File: src/rtl/vreg_seq_pkg.sv
package vreg_seq_pkg;

    typedef enum logic [2:0] {
        SEQ_OFF   = 3'd0,
        SEQ_TD1   = 3'd1,
        SEQ_PHDET = 3'd2,
        SEQ_SOFT  = 3'd3,
        SEQ_TD3   = 3'd4,
        SEQ_RUN   = 3'd5,
        SEQ_OCLAT = 3'd6,
        SEQ_SHUT  = 3'd7
    } seq_state_e;

    typedef struct packed {
        logic pgood;
        logic drv_on;
        logic pwm_blank;
        logic ss_en;
        logic ss_fast;
        logic shutdown;
    } seq_out_t;

    typedef struct packed {
        logic clr;
        logic run;
        logic slow;
    } tmr_ctl_t;

    function automatic int unsigned max_u(input int unsigned a, input int unsigned b);
        return (a > b) ? a : b;
    endfunction

    // States in which the shared delay counter advances
    function automatic logic is_timed(input seq_state_e s);
        return (s == SEQ_TD1) || (s == SEQ_PHDET) || (s == SEQ_TD3) || (s == SEQ_OCLAT);
    endfunction

endpackage

File: src/rtl/vreg_dly_timer.sv
module vreg_dly_timer
    import vreg_seq_pkg::*;
#(
    parameter int unsigned DLY_TICKS = 1000,
    parameter int unsigned SLOW_DIV  = 4,
    parameter int unsigned CNT_W     = 10
) (
    input  logic             clk,
    input  logic             rst,
    input  tmr_ctl_t         ctl,
    output logic [CNT_W-1:0] cnt_o,
    output logic             done_o
);

    localparam logic [CNT_W-1:0] LAST = CNT_W'(DLY_TICKS - 1);

    logic [CNT_W-1:0] cnt_q;
    logic             tick;

    generate
        if (SLOW_DIV > 1) begin : g_pre
            localparam int unsigned PW = $clog2(SLOW_DIV);
            localparam logic [PW-1:0] PRE_LAST = PW'(SLOW_DIV - 1);
            logic [PW-1:0] pre_q;

            always_ff @(posedge clk) begin
                if (rst || ctl.clr || !ctl.run || !ctl.slow) begin
                    pre_q <= '0;
                end else if (pre_q == PRE_LAST) begin
                    pre_q <= '0;
                end else begin
                    pre_q <= pre_q + 1'b1;
                end
            end

            assign tick = ctl.run && (!ctl.slow || (pre_q == PRE_LAST));
        end else begin : g_nopre
            assign tick = ctl.run;
        end
    endgenerate

    always_ff @(posedge clk) begin
        if (rst || ctl.clr || !ctl.run) begin
            cnt_q <= '0;
        end else if (tick && (cnt_q != LAST)) begin
            cnt_q <= cnt_q + 1'b1;
        end
    end

    assign cnt_o  = cnt_q;
    assign done_o = ctl.run && tick && (cnt_q == LAST);

endmodule

File: src/rtl/vreg_seq_fsm.sv
module vreg_seq_fsm
    import vreg_seq_pkg::*;
#(
    parameter int unsigned PH_CYCLES = 4,
    parameter int unsigned CNT_W     = 10
) (
    input  logic             clk,
    input  logic             rst,
    input  logic             en_i,
    input  logic             supply_ok_i,
    input  logic             ilim_i,
    input  logic             ss_near_i,
    input  logic             phase_done_i,
    input  logic [CNT_W-1:0] tmr_cnt_i,
    input  logic             tmr_done_i,
    output seq_state_e       state_o,
    output tmr_ctl_t         tmr_ctl_o
);

    localparam logic [CNT_W-1:0] PH_LAST = CNT_W'(PH_CYCLES - 1);

    seq_state_e st_q, st_d;
    logic       pwr_ok;

    assign pwr_ok = en_i && supply_ok_i;

    always_comb begin
        st_d = st_q;
        unique case (st_q)
            SEQ_OFF:   if (pwr_ok) st_d = SEQ_TD1;
            SEQ_TD1:   if (tmr_done_i) st_d = SEQ_PHDET;
            SEQ_PHDET: if ((tmr_cnt_i >= PH_LAST) && phase_done_i) st_d = SEQ_SOFT;
            SEQ_SOFT:  if (ss_near_i) st_d = SEQ_TD3;
            SEQ_TD3:   if (tmr_done_i) st_d = SEQ_RUN;
            SEQ_RUN:   if (ilim_i) st_d = SEQ_OCLAT;
            SEQ_OCLAT: begin
                if (!ilim_i) begin
                    st_d = SEQ_RUN;
                end else if (tmr_done_i) begin
                    st_d = SEQ_SHUT;
                end
            end
            SEQ_SHUT:  st_d = SEQ_SHUT;
            default:   st_d = SEQ_OFF;
        endcase
        if (!pwr_ok) begin
            st_d = SEQ_OFF;
        end
    end

    always_ff @(posedge clk) begin
        if (rst) begin
            st_q <= SEQ_OFF;
        end else begin
            st_q <= st_d;
        end
    end

    always_comb begin
        tmr_ctl_o.run  = is_timed(st_q);
        tmr_ctl_o.slow = (st_q == SEQ_OCLAT);
        tmr_ctl_o.clr  = (st_d != st_q);
    end

    assign state_o = st_q;

endmodule

File: src/rtl/vreg_seq_outdec.sv
module vreg_seq_outdec
    import vreg_seq_pkg::*;
(
    input  seq_state_e state_i,
    output seq_out_t   out_o,
    output logic       busy_o
);

    always_comb begin
        out_o = '{pgood: 1'b0, drv_on: 1'b0, pwm_blank: 1'b1,
                  ss_en: 1'b0, ss_fast: 1'b0, shutdown: 1'b0};
        unique case (state_i)
            SEQ_OFF: ;
            SEQ_TD1, SEQ_PHDET: begin
                out_o.drv_on = 1'b1;
            end
            SEQ_SOFT: begin
                out_o.drv_on    = 1'b1;
                out_o.pwm_blank = 1'b0;
                out_o.ss_en     = 1'b1;
            end
            SEQ_TD3: begin
                out_o.drv_on    = 1'b1;
                out_o.pwm_blank = 1'b0;
                out_o.ss_en     = 1'b1;
                out_o.ss_fast   = 1'b1;
            end
            SEQ_RUN, SEQ_OCLAT: begin
                out_o.pgood     = 1'b1;
                out_o.drv_on    = 1'b1;
                out_o.pwm_blank = 1'b0;
                out_o.ss_en     = 1'b1;
                out_o.ss_fast   = 1'b1;
            end
            SEQ_SHUT: begin
                out_o.shutdown = 1'b1;
            end
            default: ;
        endcase
    end

    assign busy_o = is_timed(state_i);

endmodule

File: src/rtl/vreg_seq_ctrl.sv
module vreg_seq_ctrl
    import vreg_seq_pkg::*;
#(
    parameter int unsigned DLY_TICKS = 1000,
    parameter int unsigned PH_CYCLES = 4,
    parameter int unsigned SLOW_DIV  = 4,
    localparam int unsigned CNT_W    = $clog2(max_u(DLY_TICKS, PH_CYCLES) + 1)
) (
    input  logic             clk,
    input  logic             rst,
    input  logic             en_i,
    input  logic             supply_ok_i,
    input  logic             ilim_i,
    input  logic             ss_near_i,
    input  logic             phase_done_i,
    output logic [2:0]       seq_state_o,
    output logic             tmr_busy_o,
    output logic [CNT_W-1:0] tmr_count_o,
    output logic             ss_en_o,
    output logic             ss_fast_o,
    output logic             pwm_blank_o,
    output logic             pgood_o,
    output logic             drv_on_o,
    output logic             shutdown_o
);

    seq_state_e       state;
    tmr_ctl_t         tmr_ctl;
    logic [CNT_W-1:0] tmr_cnt;
    logic             tmr_done;
    seq_out_t         outs;

    vreg_seq_fsm #(
        .PH_CYCLES (PH_CYCLES),
        .CNT_W     (CNT_W)
    ) u_fsm (
        .clk          (clk),
        .rst          (rst),
        .en_i         (en_i),
        .supply_ok_i  (supply_ok_i),
        .ilim_i       (ilim_i),
        .ss_near_i    (ss_near_i),
        .phase_done_i (phase_done_i),
        .tmr_cnt_i    (tmr_cnt),
        .tmr_done_i   (tmr_done),
        .state_o      (state),
        .tmr_ctl_o    (tmr_ctl)
    );

    vreg_dly_timer #(
        .DLY_TICKS (DLY_TICKS),
        .SLOW_DIV  (SLOW_DIV),
        .CNT_W     (CNT_W)
    ) u_timer (
        .clk    (clk),
        .rst    (rst),
        .ctl    (tmr_ctl),
        .cnt_o  (tmr_cnt),
        .done_o (tmr_done)
    );

    vreg_seq_outdec u_dec (
        .state_i (state),
        .out_o   (outs),
        .busy_o  (tmr_busy_o)
    );

    assign seq_state_o = state;
    assign tmr_count_o = tmr_cnt;
    assign ss_en_o     = outs.ss_en;
    assign ss_fast_o   = outs.ss_fast;
    assign pwm_blank_o = outs.pwm_blank;
    assign pgood_o     = outs.pgood;
    assign drv_on_o    = outs.drv_on;
    assign shutdown_o  = outs.shutdown;

endmodule

File: config.mk
export PLATFORM = sky130hd
export DESIGN_NAME = vreg_seq_ctrl
export DESIGN_NICKNAME = d
export VERILOG_FILES = /design/src/rtl/vreg_seq_pkg.sv /design/src/rtl/vreg_dly_timer.sv /design/src/rtl/vreg_seq_fsm.sv /design/src/rtl/vreg_seq_outdec.sv /design/src/rtl/vreg_seq_ctrl.sv
export SDC_FILE = /design/constraint.sdc
export NUM_CORES = 1
export LEC_CHECK = 0
export BUFFER_PORTS_ARGS = -buffer_cell sky130_fd_sc_hd__buf_4
export CAP_MARGIN = 20
export CELL_PAD_IN_SITES_DETAIL_PLACEMENT = 0
export CELL_PAD_IN_SITES_GLOBAL_PLACEMENT = 1
export CORE_UTILIZATION = 41
export CTS_BUF_LIST = sky130_fd_sc_hd__clkbuf_4 sky130_fd_sc_hd__clkbuf_8
export CTS_CLUSTER_SIZE = 20
export DETAILED_ROUTE_END_ITERATION = 10
export PLACE_DENSITY_LB_ADDON = 0.1
export REMOVE_ABC_BUFFERS = 1
export SYNTH_ARGS = -nofsm -noshare
export SYNTH_HDL_FRONTEND = slang
export SYNTH_SLANG_ARGS = --single-unit
File: constraint.sdc
create_clock -name clk -period 2.15 [get_ports clk]
set_clock_uncertainty 0.05 [all_clocks]
set_input_delay 0.1075 -clock clk [delete_from_list [all_inputs] [get_ports clk]]
set_output_delay 0.1075 -clock clk [all_outputs]
set_load 0.02 [all_outputs]
==> flow_metrics.tcl, run 1 <==
set metrics [dict create \
    numCtsBuffers 3 \
    tns_ps 0 \
    post-route-period-util 0.904 \
    ys.warnings.count 0 \
    viasPerCell 5.60 \
    routed_wl_mm 2.58 \
    required_ps 2310 \
    cap_viol_max_count 0 \
    hold_viol_final 0 \
    hp-class "primary input to flip-flop" \
    wire_per_inst_um 13.6 \
    hpwl_mm 2.03 \
    post-place-ws_ps 190 \
    drt_pass1_iterations 4 \
    num_vias 1059 \
    die_h_um 53.7 \
    grt_pass1_vias 954 \
    cts_sinks 15 \
    yosysSeqAreaShare 0.274 \
    crit_path_start_kind "flip-flop" \
    io_pins 27 \
    netlist_area_um2 1100 \
    powerDensity_nw_per_um2 356 \
    drc 0 \
    drv_slew 0 \
    antenna_found_initial 0 \
    grt_max_degree 13 \
    fmax_mhz 515 \
    crit_fanout 10 \
    rsz0062_at_grt "no" \
    start_util 0.439 \
    setup_viol 0 \
    ys_types 46 \
    first_iter_violations 21 \
    crit_path_end_kind "flip-flop" \
    leakage_nw 0.523 \
    core_area_um2 2500 \
    syn-instance-count 122 \
    worstMarginPinSlew_ps 407 \
    fp-row-count 18 \
    dieArea_um2 2890 \
    drtAntennaViolNets 0 \
    slew-limit-headroom 0.728 \
    clock_latency_ps 280 \
    grt_pass1_wl_mm 4.21 \
    cts_tree "built" \
    antennaDiodeCount 0 \
    power_mw 0.506 \
    gp_congestion 0.783 \
    fin_crit_ps 1940 \
    die_w_um 53.7 \
    area_growth_pct 29.3 \
    peakVddDrop_uv 279 \
    drive_gt1_frac 0.396 \
    worst_slack_ps 207 \
    cts_root_buffer "clkbuf_4" \
    nets 169 \
    track_usage 0.198 \
    cts_max_level 1 \
    status "completed" \
    finish.utilization 0.568 \
    worstSetupPathType "flip-flop to flip-flop" \
    ys_ff_latch 15 \
    port_buffers 26 \
    clockBufferDepth 2 \
    cp.arrival_ps 2100 \
    grt_overflow 0 \
    syn-mean-instance-area_um2 8.99 \
    path_clk_slew_ps 100 \
]
==> cell families (layout without fill, tap and decap cells) <==
group,after synthesis,in the layout,share of synthesized area
xor gates and xnor gates,8,8,0.0638
DFF,15,15,0.274
and+or+nand+nor,63,63,0.393
adders and majority gates,2,2,0.0228
AOI/OAI and AO/OA,20,20,0.168
buffers and inverters,11,48,0.0502
muxes,3,3,0.0285
==> critical path, cell delays in order (launching register included) <==
cell and delay [ps]:
dfxtp_1 560, nor2b_1 360, nor3_1 120, o2111ai_1 290, nand4_4 270, nor3_2 210
==> final cells by class <==
type | count | area [µm²]
multi-input combinational | 96 | 742
timing repair buffer | 38 | 288
sequential | 15 | 302
fill | 256 | 1080
tap | 30 | 37.5
clock buffer | 3 | 22.5
clock inverter | 1 | 5.00
inverter | 6 | 22.5
==> cells in the mapped netlist, drive strengths merged <==
master / count / area share
a31oi: 1 / 0.0057
a21oi: 3 / 0.014
o21ai: 2 / 0.0091
o2111ai: 1 / 0.0080
o31ai: 1 / 0.0068
a2111oi: 2 / 0.039
o21bai: 1 / 0.0068
nand3: 8 / 0.036
a211o: 1 / 0.016
xor2: 4 / 0.032
nor2b: 2 / 0.011
nand2b: 2 / 0.011
nor2: 11 / 0.038
o21a: 1 / 0.014
nor3: 17 / 0.13
buf: 4 / 0.026
nor4: 3 / 0.017
ha: 2 / 0.023
or2: 2 / 0.011
clkbuf: 1 / 0.0034
and3: 2 / 0.011
nand4bb: 2 / 0.021
nand3b: 1 / 0.0068
dfxtp: 15 / 0.27
mux2i: 2 / 0.018
a31o: 1 / 0.0080
nand2: 5 / 0.017
mux2: 1 / 0.010
o22ai: 2 / 0.011
o211a: 1 / 0.0091
xnor2: 4 / 0.032
inv: 6 / 0.021
nor4b: 3 / 0.035
a211oi: 2 / 0.014
nand4: 3 / 0.031
o211ai: 1 / 0.0068
or4: 2 / 0.014
==> sequential cells by signal, indices dropped and copies added, names as in the netlist <==
signal               cells
u_timer.cnt_o           10
u_timer.g_pre.pre_q      2
u_fsm.state_o            3
==> path summary, 6_finish.rpt <==
path / startpoint / slack (ps) / cells after the start / endpoint
min: ss_near_i / 100 / 3 / u_fsm.state_o[2]
max reg2reg: u_fsm.state_o[1] / 210 / 5 / u_timer.cnt_o[8]
min reg2reg: u_timer.g_pre.pre_q[0] / 380 / 1 / u_timer.g_pre.pre_q[0]
max: u_fsm.state_o[1] / 210 / 5 / u_timer.cnt_o[8]
==> placed cells by master, fill, tap and decap left out, types with 2 or more instances in the layout <==
master	instances
inv_1	5
nand2b_1	2
and3_1	2
buf_4	37
mux2i_1	2
a211oi_1	2
xor2_1	4
nor2_1	11
xnor2_1	4
o22ai_1	2
nand3_1	8
nand4bb_1	2
a21oi_1	3
nor3_2	12
nor4b_2	2
nand2_1	5
nor2b_1	2
or4_1	2
ha_1	2
nor4_1	3
clkbuf_4	3
nand4_1	2
nor3_1	5
dfxtp_1	14
==> timing repair <==
| item | in CTS | in global routing |
|---|---|---|
| buffers inserted | 0 | 0 |
| endpoints found under the setup margin | 0 | 1 |
| hold buffers | 1 | 0 |
| endpoints found under the hold margin | 3 | 0 |
| gates resized for setup | 0 | 1 |
==> layer usage <==
metal  up-vias  part of all wire  global-route usage
met2        26              0.49               0.331
met4         0             0.012              0.0658
li1        531                 -                   -
met1       498              0.45               0.256
met5         -                 0                   0
met3         4             0.038              0.0339
==> power breakdown <==
part,switching (mW),total [mW],internal [mW],leakage (nW)
Clock,0.0984,0.167,0.0689,0.0177
Combinational,0.0307,0.0570,0.0263,0.384
Sequential,0.00268,0.281,0.279,0.121
Total,0.132,0.506,0.374,0.523
==> stage by stage <==
stage,cell area [µm²],hold slack [ps],cells
floorplan,1060,130,117
global placement,1380,285,184
detailed placement,1380,280,184
CTS,1420,93.8,189
global route,1420,96.6,189
finish,1420,102,189
No activity file was read; power rests on OpenSTA's default activity.
==> inputs of run 2 (changes only) <==
--- a/config.mk
+++ b/config.mk
@@ -9,7 +9,7 @@
 export CAP_MARGIN = 20
 export CELL_PAD_IN_SITES_DETAIL_PLACEMENT = 0
 export CELL_PAD_IN_SITES_GLOBAL_PLACEMENT = 1
-export CORE_UTILIZATION = 41
+export CORE_UTILIZATION = 38
 export CTS_BUF_LIST = sky130_fd_sc_hd__clkbuf_4 sky130_fd_sc_hd__clkbuf_8
 export CTS_CLUSTER_SIZE = 20
 export DETAILED_ROUTE_END_ITERATION = 10
@@ -17,4 +17,5 @@
 export REMOVE_ABC_BUFFERS = 1
 export SYNTH_ARGS = -nofsm -noshare
 export SYNTH_HDL_FRONTEND = slang
+export SYNTH_HIERARCHICAL = 1
 export SYNTH_SLANG_ARGS = --single-unit
==> run 2 against run 1 <==
Net effect: the flow now finishes with violations (negative setup slack); worst setup slack worse by 270 ps; die area down 5.0%; final area up 7.9%; clock power about the same; synthesized cell count down 4.1%; global-route usage down 0.21 points; flip-flop and latch count unchanged; power down 1.3%; largest cell class unchanged; highest routed layer unchanged.
==> flow_metrics.tcl, run 2 <==
set metrics [dict create \
    netlist_area_um2 965 \
    cts_max_level 1 \
    clockBufferDepth 2 \
    dieArea_um2 2740 \
    syn-mean-instance-area_um2 8.25 \
    async_flop_share 0 \
    peakVddDrop_uv 345 \
    synth_most_common_cell "dfxtp_1" \
    hpwl_mm 1.82 \
    muxShareOfSynthArea 0.0259 \
    final_cell_mix "53 x buf_4, 10 x dfxtp_1, 7 x o21ai_0" \
    path_clk_slew_ps 100 \
    tns_ps -384 \
    finish.utilization 0.667 \
    cap_viol_max_count 0 \
    yosys.area_share.adder 0.0259 \
    die_h_um 52.4 \
    synth_top_family_by_area "simple AND/OR/NAND/NOR gates" \
    grt_pass1_vias 938 \
    rsz0062_at_grt "yes" \
    grt_pass1_wl_mm 3.95 \
    port_buffers 26 \
    wire_per_inst_um 12.2 \
    cp.arrival_ps 2340 \
    rrSetupSlack_ps -70 \
    core_area_um2 2300 \
    ys_ff_latch 15 \
    area_growth_pct 58.8 \
    yosys.area.top_type "dfxtp_1" \
    final_common_cell "buf_4" \
    setup_viol 12 \
    drt_pass1_iterations 4 \
    crit_fanout 3 \
    fin_crit_ps 2220 \
    crit_path_start_kind "flip-flop" \
    p_clk_frac 0.334 \
    switching_share 0.247 \
    ys_types 39 \
    worstMarginPinSlew_ps 471 \
    hp-class "primary input to flip-flop" \
    clock_latency_ps 290 \
    die_w_um 52.4 \
    post-route-period-util 1.03 \
    antennaDiodeCount 0 \
    synth_common_cells "15 x dfxtp_1, 11 x nor2_1, 9 x a21oi_1" \
    nets 182 \
    num_vias 1053 \
    nFillCells 199 \
    ys.warnings.count 6 \
    worst_hold_slack_ps 182 \
    synth_enable_flop_cells 0 \
    hold_viol_final 0 \
    antenna_found_initial 0 \
    synth_ff_type "dfxtp_1" \
    largest_reg_flops 10 \
    crit_path_end_kind "flip-flop" \
    intPower_mw 0.375 \
    cts_root_buffer "clkbuf_4" \
    synth_top_area_frac 0.311 \
    drive_gt1_frac 0.547 \
    fp-row-count 17 \
    synthTopCellsByArea "dfxtp_1 31%, a21oi_1 4.7%, nor2_1 4.3%" \
    synth_xor_area_frac 0.0545 \
    track_usage 0.196 \
    fmax_mhz 451 \
    drtAntennaViolNets 0 \
    start_util 0.420 \
    io_pins 27 \
    numCtsBuffers 3 \
    syn-instance-count 117 \
    yosysSeqAreaShare 0.311 \
    drv_slew 0 \
    drc 0 \
    synthSimpleGateAreaFrac 0.329 \
    synth_compound_area_frac 0.185 \
    grt_max_degree 17 \
    gp_congestion 0.846 \
    combinationalPowerShare 0.105 \
    viasPerCell 5.27 \
    first_iter_violations 19 \
    grt_overflow 0 \
    cts_tree "built" \
    routed_wl_mm 2.45 \
    seqPwrFrac 0.560 \
    switching_power_mw 0.123 \
    required_ps 2270 \
    powerDensity_nw_per_um2 326 \
    worst_slack_ps -67.7 \
    leakage_nw 0.647 \
    violations "negative setup slack" \
    status "complete, but fails checks" \
    cts_sinks 15 \
    slew-limit-headroom 0.678 \
    worstSetupPathType "flip-flop to flip-flop" \
]
run 2: changes by cell type after synthesis, sizes merged, moves of 5 or more:
| cell | delta |
|---|---|
| a21oi | +6 |
| and2 | +5 |
| nor3 | -12 |
| o21ai | +5 |
| or3 | +5 |
run 2: final timing paths:
check,start,to,cells after the start
setup / recovery,u_timer/cnt_o[0],u_timer/cnt_o[3],12
hold / removal,ss_near_i,u_fsm/state_o[1],4
setup reg to reg,u_timer/cnt_o[0],u_timer/cnt_o[3],12
hold reg to reg,u_timer/g_pre.pre_q[0],u_timer/g_pre.pre_q[0],1
run 2: final cells by class:
type / instances / area, µm² / area share
Multi-Input combinational cell: 91 / 703 / 0.459
Timing Repair Buffer: 56 / 434 / 0.283
Sequential cell: 15 / 307 / 0.200
Tap cell: 28 / 35.0 / 0.0229
Clock buffer: 3 / 22.5 / 0.0147
Inverter: 6 / 22.5 / 0.0147
Clock inverter: 1 / 7.51 / 0.00490
run 2: kinds of logic after synthesis:
logic type	count (synthesis)
and+or+nand+nor	54
AOI/OAI and AO/OA	27
DFF	15
buffers and inverters	11
xor gates and xnor gates	6
muxes	2
adders and majority gates	2
run 2: power by group through the flow:
stage               Sequential (mW)  Combinational, mW  Clock, mW
floorplan                     0.289             0.0193          0
global placement              0.286             0.0440          0
finish                        0.279             0.0526      0.167
global route                  0.280             0.0575      0.184
detailed placement            0.286             0.0446          0
CTS                           0.279             0.0507      0.174
run 2: timing repair:
item	4_1_cts	5_1_grt
gates resized for setup	22	11
pin swaps	12	8
endpoints found under the hold margin	3	0
hold buffers	1	0
setup buffers	5	2
endpoints found under the setup margin	12	12
run 2: per-layer routing:
metal / GRT usage / wire (µm) / vias up
met5: 0 / 0 / -
met4: 0.0395 / 9 / 0
met3: 0.0522 / 76 / 2
met2: 0.325 / 1180 / 19
met1: 0.254 / 1180 / 493
li1: - / - / 539
run 2: critical path, cell delays in order (launching register included):
cell      delay, ps
dfxtp_2         370
ha_4            140
and2_4          140
nand4_1         110
nor2_2          120
a21oi_1          70
a311o_1         280
a22oi_2         210
mux2i_1         200
nor2_1           70
and2_1          140
o211ai_1        100
o41ai_2         100
run 2: per-stage QoR:
step	cell area [µm²]	power [mW]	worst slack, ps	cells
after floorplan	922	0.308	-900	112
after global placement	1320	0.330	-179	188
after detailed placement	1320	0.330	-267	188
after CTS	1480	0.504	-77.6	198
after global routing	1530	0.521	-213	200
final	1530	0.499	-67.7	200
==> inputs of run 3 (changes only) <==
--- a/config.mk
+++ b/config.mk
@@ -5,14 +5,14 @@
 export SDC_FILE = /design/constraint.sdc
 export NUM_CORES = 1
 export LEC_CHECK = 0
-export BUFFER_PORTS_ARGS = -buffer_cell sky130_fd_sc_hd__buf_4
 export CAP_MARGIN = 20
 export CELL_PAD_IN_SITES_DETAIL_PLACEMENT = 0
 export CELL_PAD_IN_SITES_GLOBAL_PLACEMENT = 1
-export CORE_UTILIZATION = 38
+export CORE_UTILIZATION = 47
 export CTS_BUF_LIST = sky130_fd_sc_hd__clkbuf_4 sky130_fd_sc_hd__clkbuf_8
 export CTS_CLUSTER_SIZE = 20
 export DETAILED_ROUTE_END_ITERATION = 10
+export DONT_BUFFER_PORTS = 1
 export PLACE_DENSITY_LB_ADDON = 0.1
 export REMOVE_ABC_BUFFERS = 1
 export SYNTH_ARGS = -nofsm -noshare
==> run 3 against run 2 <==
Net effect: the run still ends with negative setup slack left; die area fell by 18%; clock-buffer cell count did not move; flip-flop and latch count stayed put; fmax shrank 4.7%; critical path type unchanged; critical endpoint unchanged.
==> flow_metrics.tcl, run 3 (synthesis results as in run 2) <==
set metrics [dict create \
    core_area_um2 1940 \
    fmax_mhz 430 \
    final_common_cell "buf_4" \
    top_layer_used "met4" \
    numCtsBuffers 3 \
    status "complete, but fails checks" \
    hold_viol_final 0 \
    rsz0062_at_grt "yes" \
    cts_sinks 15 \
    crit_path_end_kind "flip-flop" \
    die_h_um 47.3 \
    slew-limit-headroom 0.686 \
    track_usage 0.246 \
    tns_ps -1740 \
    area_growth_pct 40.7 \
    antenna_found_initial 0 \
    path_clk_slew_ps 110 \
    clock_latency_ps 300 \
    antennaDiodeCount 0 \
    routed_wl_mm 2.61 \
    fp-row-count 16 \
    gp_congestion 0.783 \
    cts_root_buffer "clkbuf_4" \
    cp.depth 14 \
    start_util 0.497 \
    viasPerCell 5.49 \
    cts_tree "built" \
    crit_buf_inv 1 \
    dr_wl_met2_mm 1.32 \
    worst_hold_slack_ps 20.3 \
    dr_wl_met3_um 131 \
    hp-class "primary input to flip-flop" \
    grt_overflow 0 \
    post-route-period-util 1.08 \
    grt_pass1_wl_mm 3.82 \
    peakVddDrop_uv 393 \
    path_common_cell "nor2_1" \
    worstSetupPathType "flip-flop to flip-flop" \
    cp_cell_sequence "or2b_1 > nor2_1 > nand2b_2 > nand2_2 > nor2_2 > buf_4 > nor2_4 > a211oi_2 > a22oi_2 > mux2i_1 > nor2_1 > and2_1 > o211ai_1 > o41ai_2" \
    power_mw 0.508 \
    dpl_cell_area_um2 1150 \
    first_iter_violations 20 \
    nFillCells 169 \
    fin_crit_ps 2330 \
    die_w_um 47.3 \
    cp.arrival_ps 2470 \
    reg2regPathDepth 14 \
    leakage_nw 0.546 \
    crit_family "simple AND/OR/NAND/NOR gates" \
    violations "negative setup slack" \
    num_vias 1011 \
    cap_viol_max_count 0 \
    powerDensity_nw_per_um2 374 \
    largest_reg_flops 10 \
    drtAntennaViolNets 0 \
    setup_viol 12 \
    wire_per_inst_um 14.2 \
    nets 167 \
    io_pins 27 \
    crit_fanout 3 \
    crit_path_top_delay_cell "dfxtp_2" \
    met1_length_mm 1.14 \
    dieArea_um2 2240 \
    drive_gt1_frac 0.427 \
    cpPeakStageDelay_ps 380 \
    crit_path_start_kind "flip-flop" \
    port_buffers 0 \
    drc 0 \
    worstMarginPinSlew_ps 468 \
    drv_slew 0 \
    worst_slack_ps -178 \
    final_cell_mix "40 x buf_4, 10 x dfxtp_1, 9 x a21oi_1" \
    drt_pass1_iterations 5 \
    grt_max_degree 16 \
    cts_max_level 1 \
    stdcell_area_um2 1360 \
    required_ps 2290 \
    clockBufferDepth 2 \
    hpwl_mm 1.73 \
    grt_pass1_vias 884 \
    hold_depth 2 \
]
==> run 3: changes by cell type in the layout (fill, tap and decap cells not counted), moves of 2 or more <==
| cell | before | now |
|---|---|---|
| a21oi_1 | 3 | 9 |
| a21oi_2 | 6 | 0 |
| buf_4 | 53 | 40 |
| nor2_1 | 5 | 8 |
| nor2_2 | 4 | 1 |
| nor3_1 | 2 | 4 |
==> run 3: path summary, 6_finish.rpt <==
check                               from                endpoint  slack (ps)
setup reg to reg        u_fsm/state_o[1]        u_timer/cnt_o[3]        -180
setup / recovery        u_fsm/state_o[1]        u_timer/cnt_o[3]        -180
hold reg to reg   u_timer/g_pre.pre_q[0]  u_timer/g_pre.pre_q[0]         470
hold / removal                 ss_near_i        u_fsm/state_o[2]          20
==> run 3: layer usage <==
metal | track usage | vias up
li1 | - | 510
met1 | 0.281 | 473
met2 | 0.444 | 26
met3 | 0.0462 | 2
met4 | 0.103 | 0
met5 | 0 | -
==> run 3: layout make-up <==
| type | instances | area (µm²) | area share |
|---|---|---|---|
| Multi-Input combinational cell | 91 | 654 | 0.482 |
| Timing Repair Buffer | 41 | 310 | 0.229 |
| Sequential cell | 15 | 307 | 0.226 |
| Tap cell | 27 | 33.8 | 0.0249 |
| Clock buffer | 3 | 22.5 | 0.0166 |
| Inverter | 6 | 22.5 | 0.0166 |
| Clock inverter | 1 | 7.51 | 0.00553 |
==> run 3: metrics by stage <==
stage          cells  worst slack (ps)   util
6_report         184              -178  0.699
5_1_grt          184              -335  0.699
4_1_cts          184              -115  0.691
3_5_place_dp     165              -356  0.593
3_3_place_gp     165              -149  0.593
2_1_floorplan    112              -900      -
==> run 3: what timing repair did <==
action | in CTS | in global routing
buffers inserted | 14 | 0
resized for setup | 13 | 4
hold endpoints to repair | 3 | 0
endpoints found under the setup margin | 12 | 12
pin swaps | 10 | 3
hold buffers | 1 | 0
==> run 3: where the power goes <==
| part | total, mW | leakage [nW] | switching [mW] | internal, mW |
|---|---|---|---|---|
| sequential | 0.280 | 0.123 | 0.00103 | 0.279 |
| combinational | 0.0527 | 0.409 | 0.0258 | 0.0269 |
| clock | 0.176 | 0.0139 | 0.105 | 0.0710 |
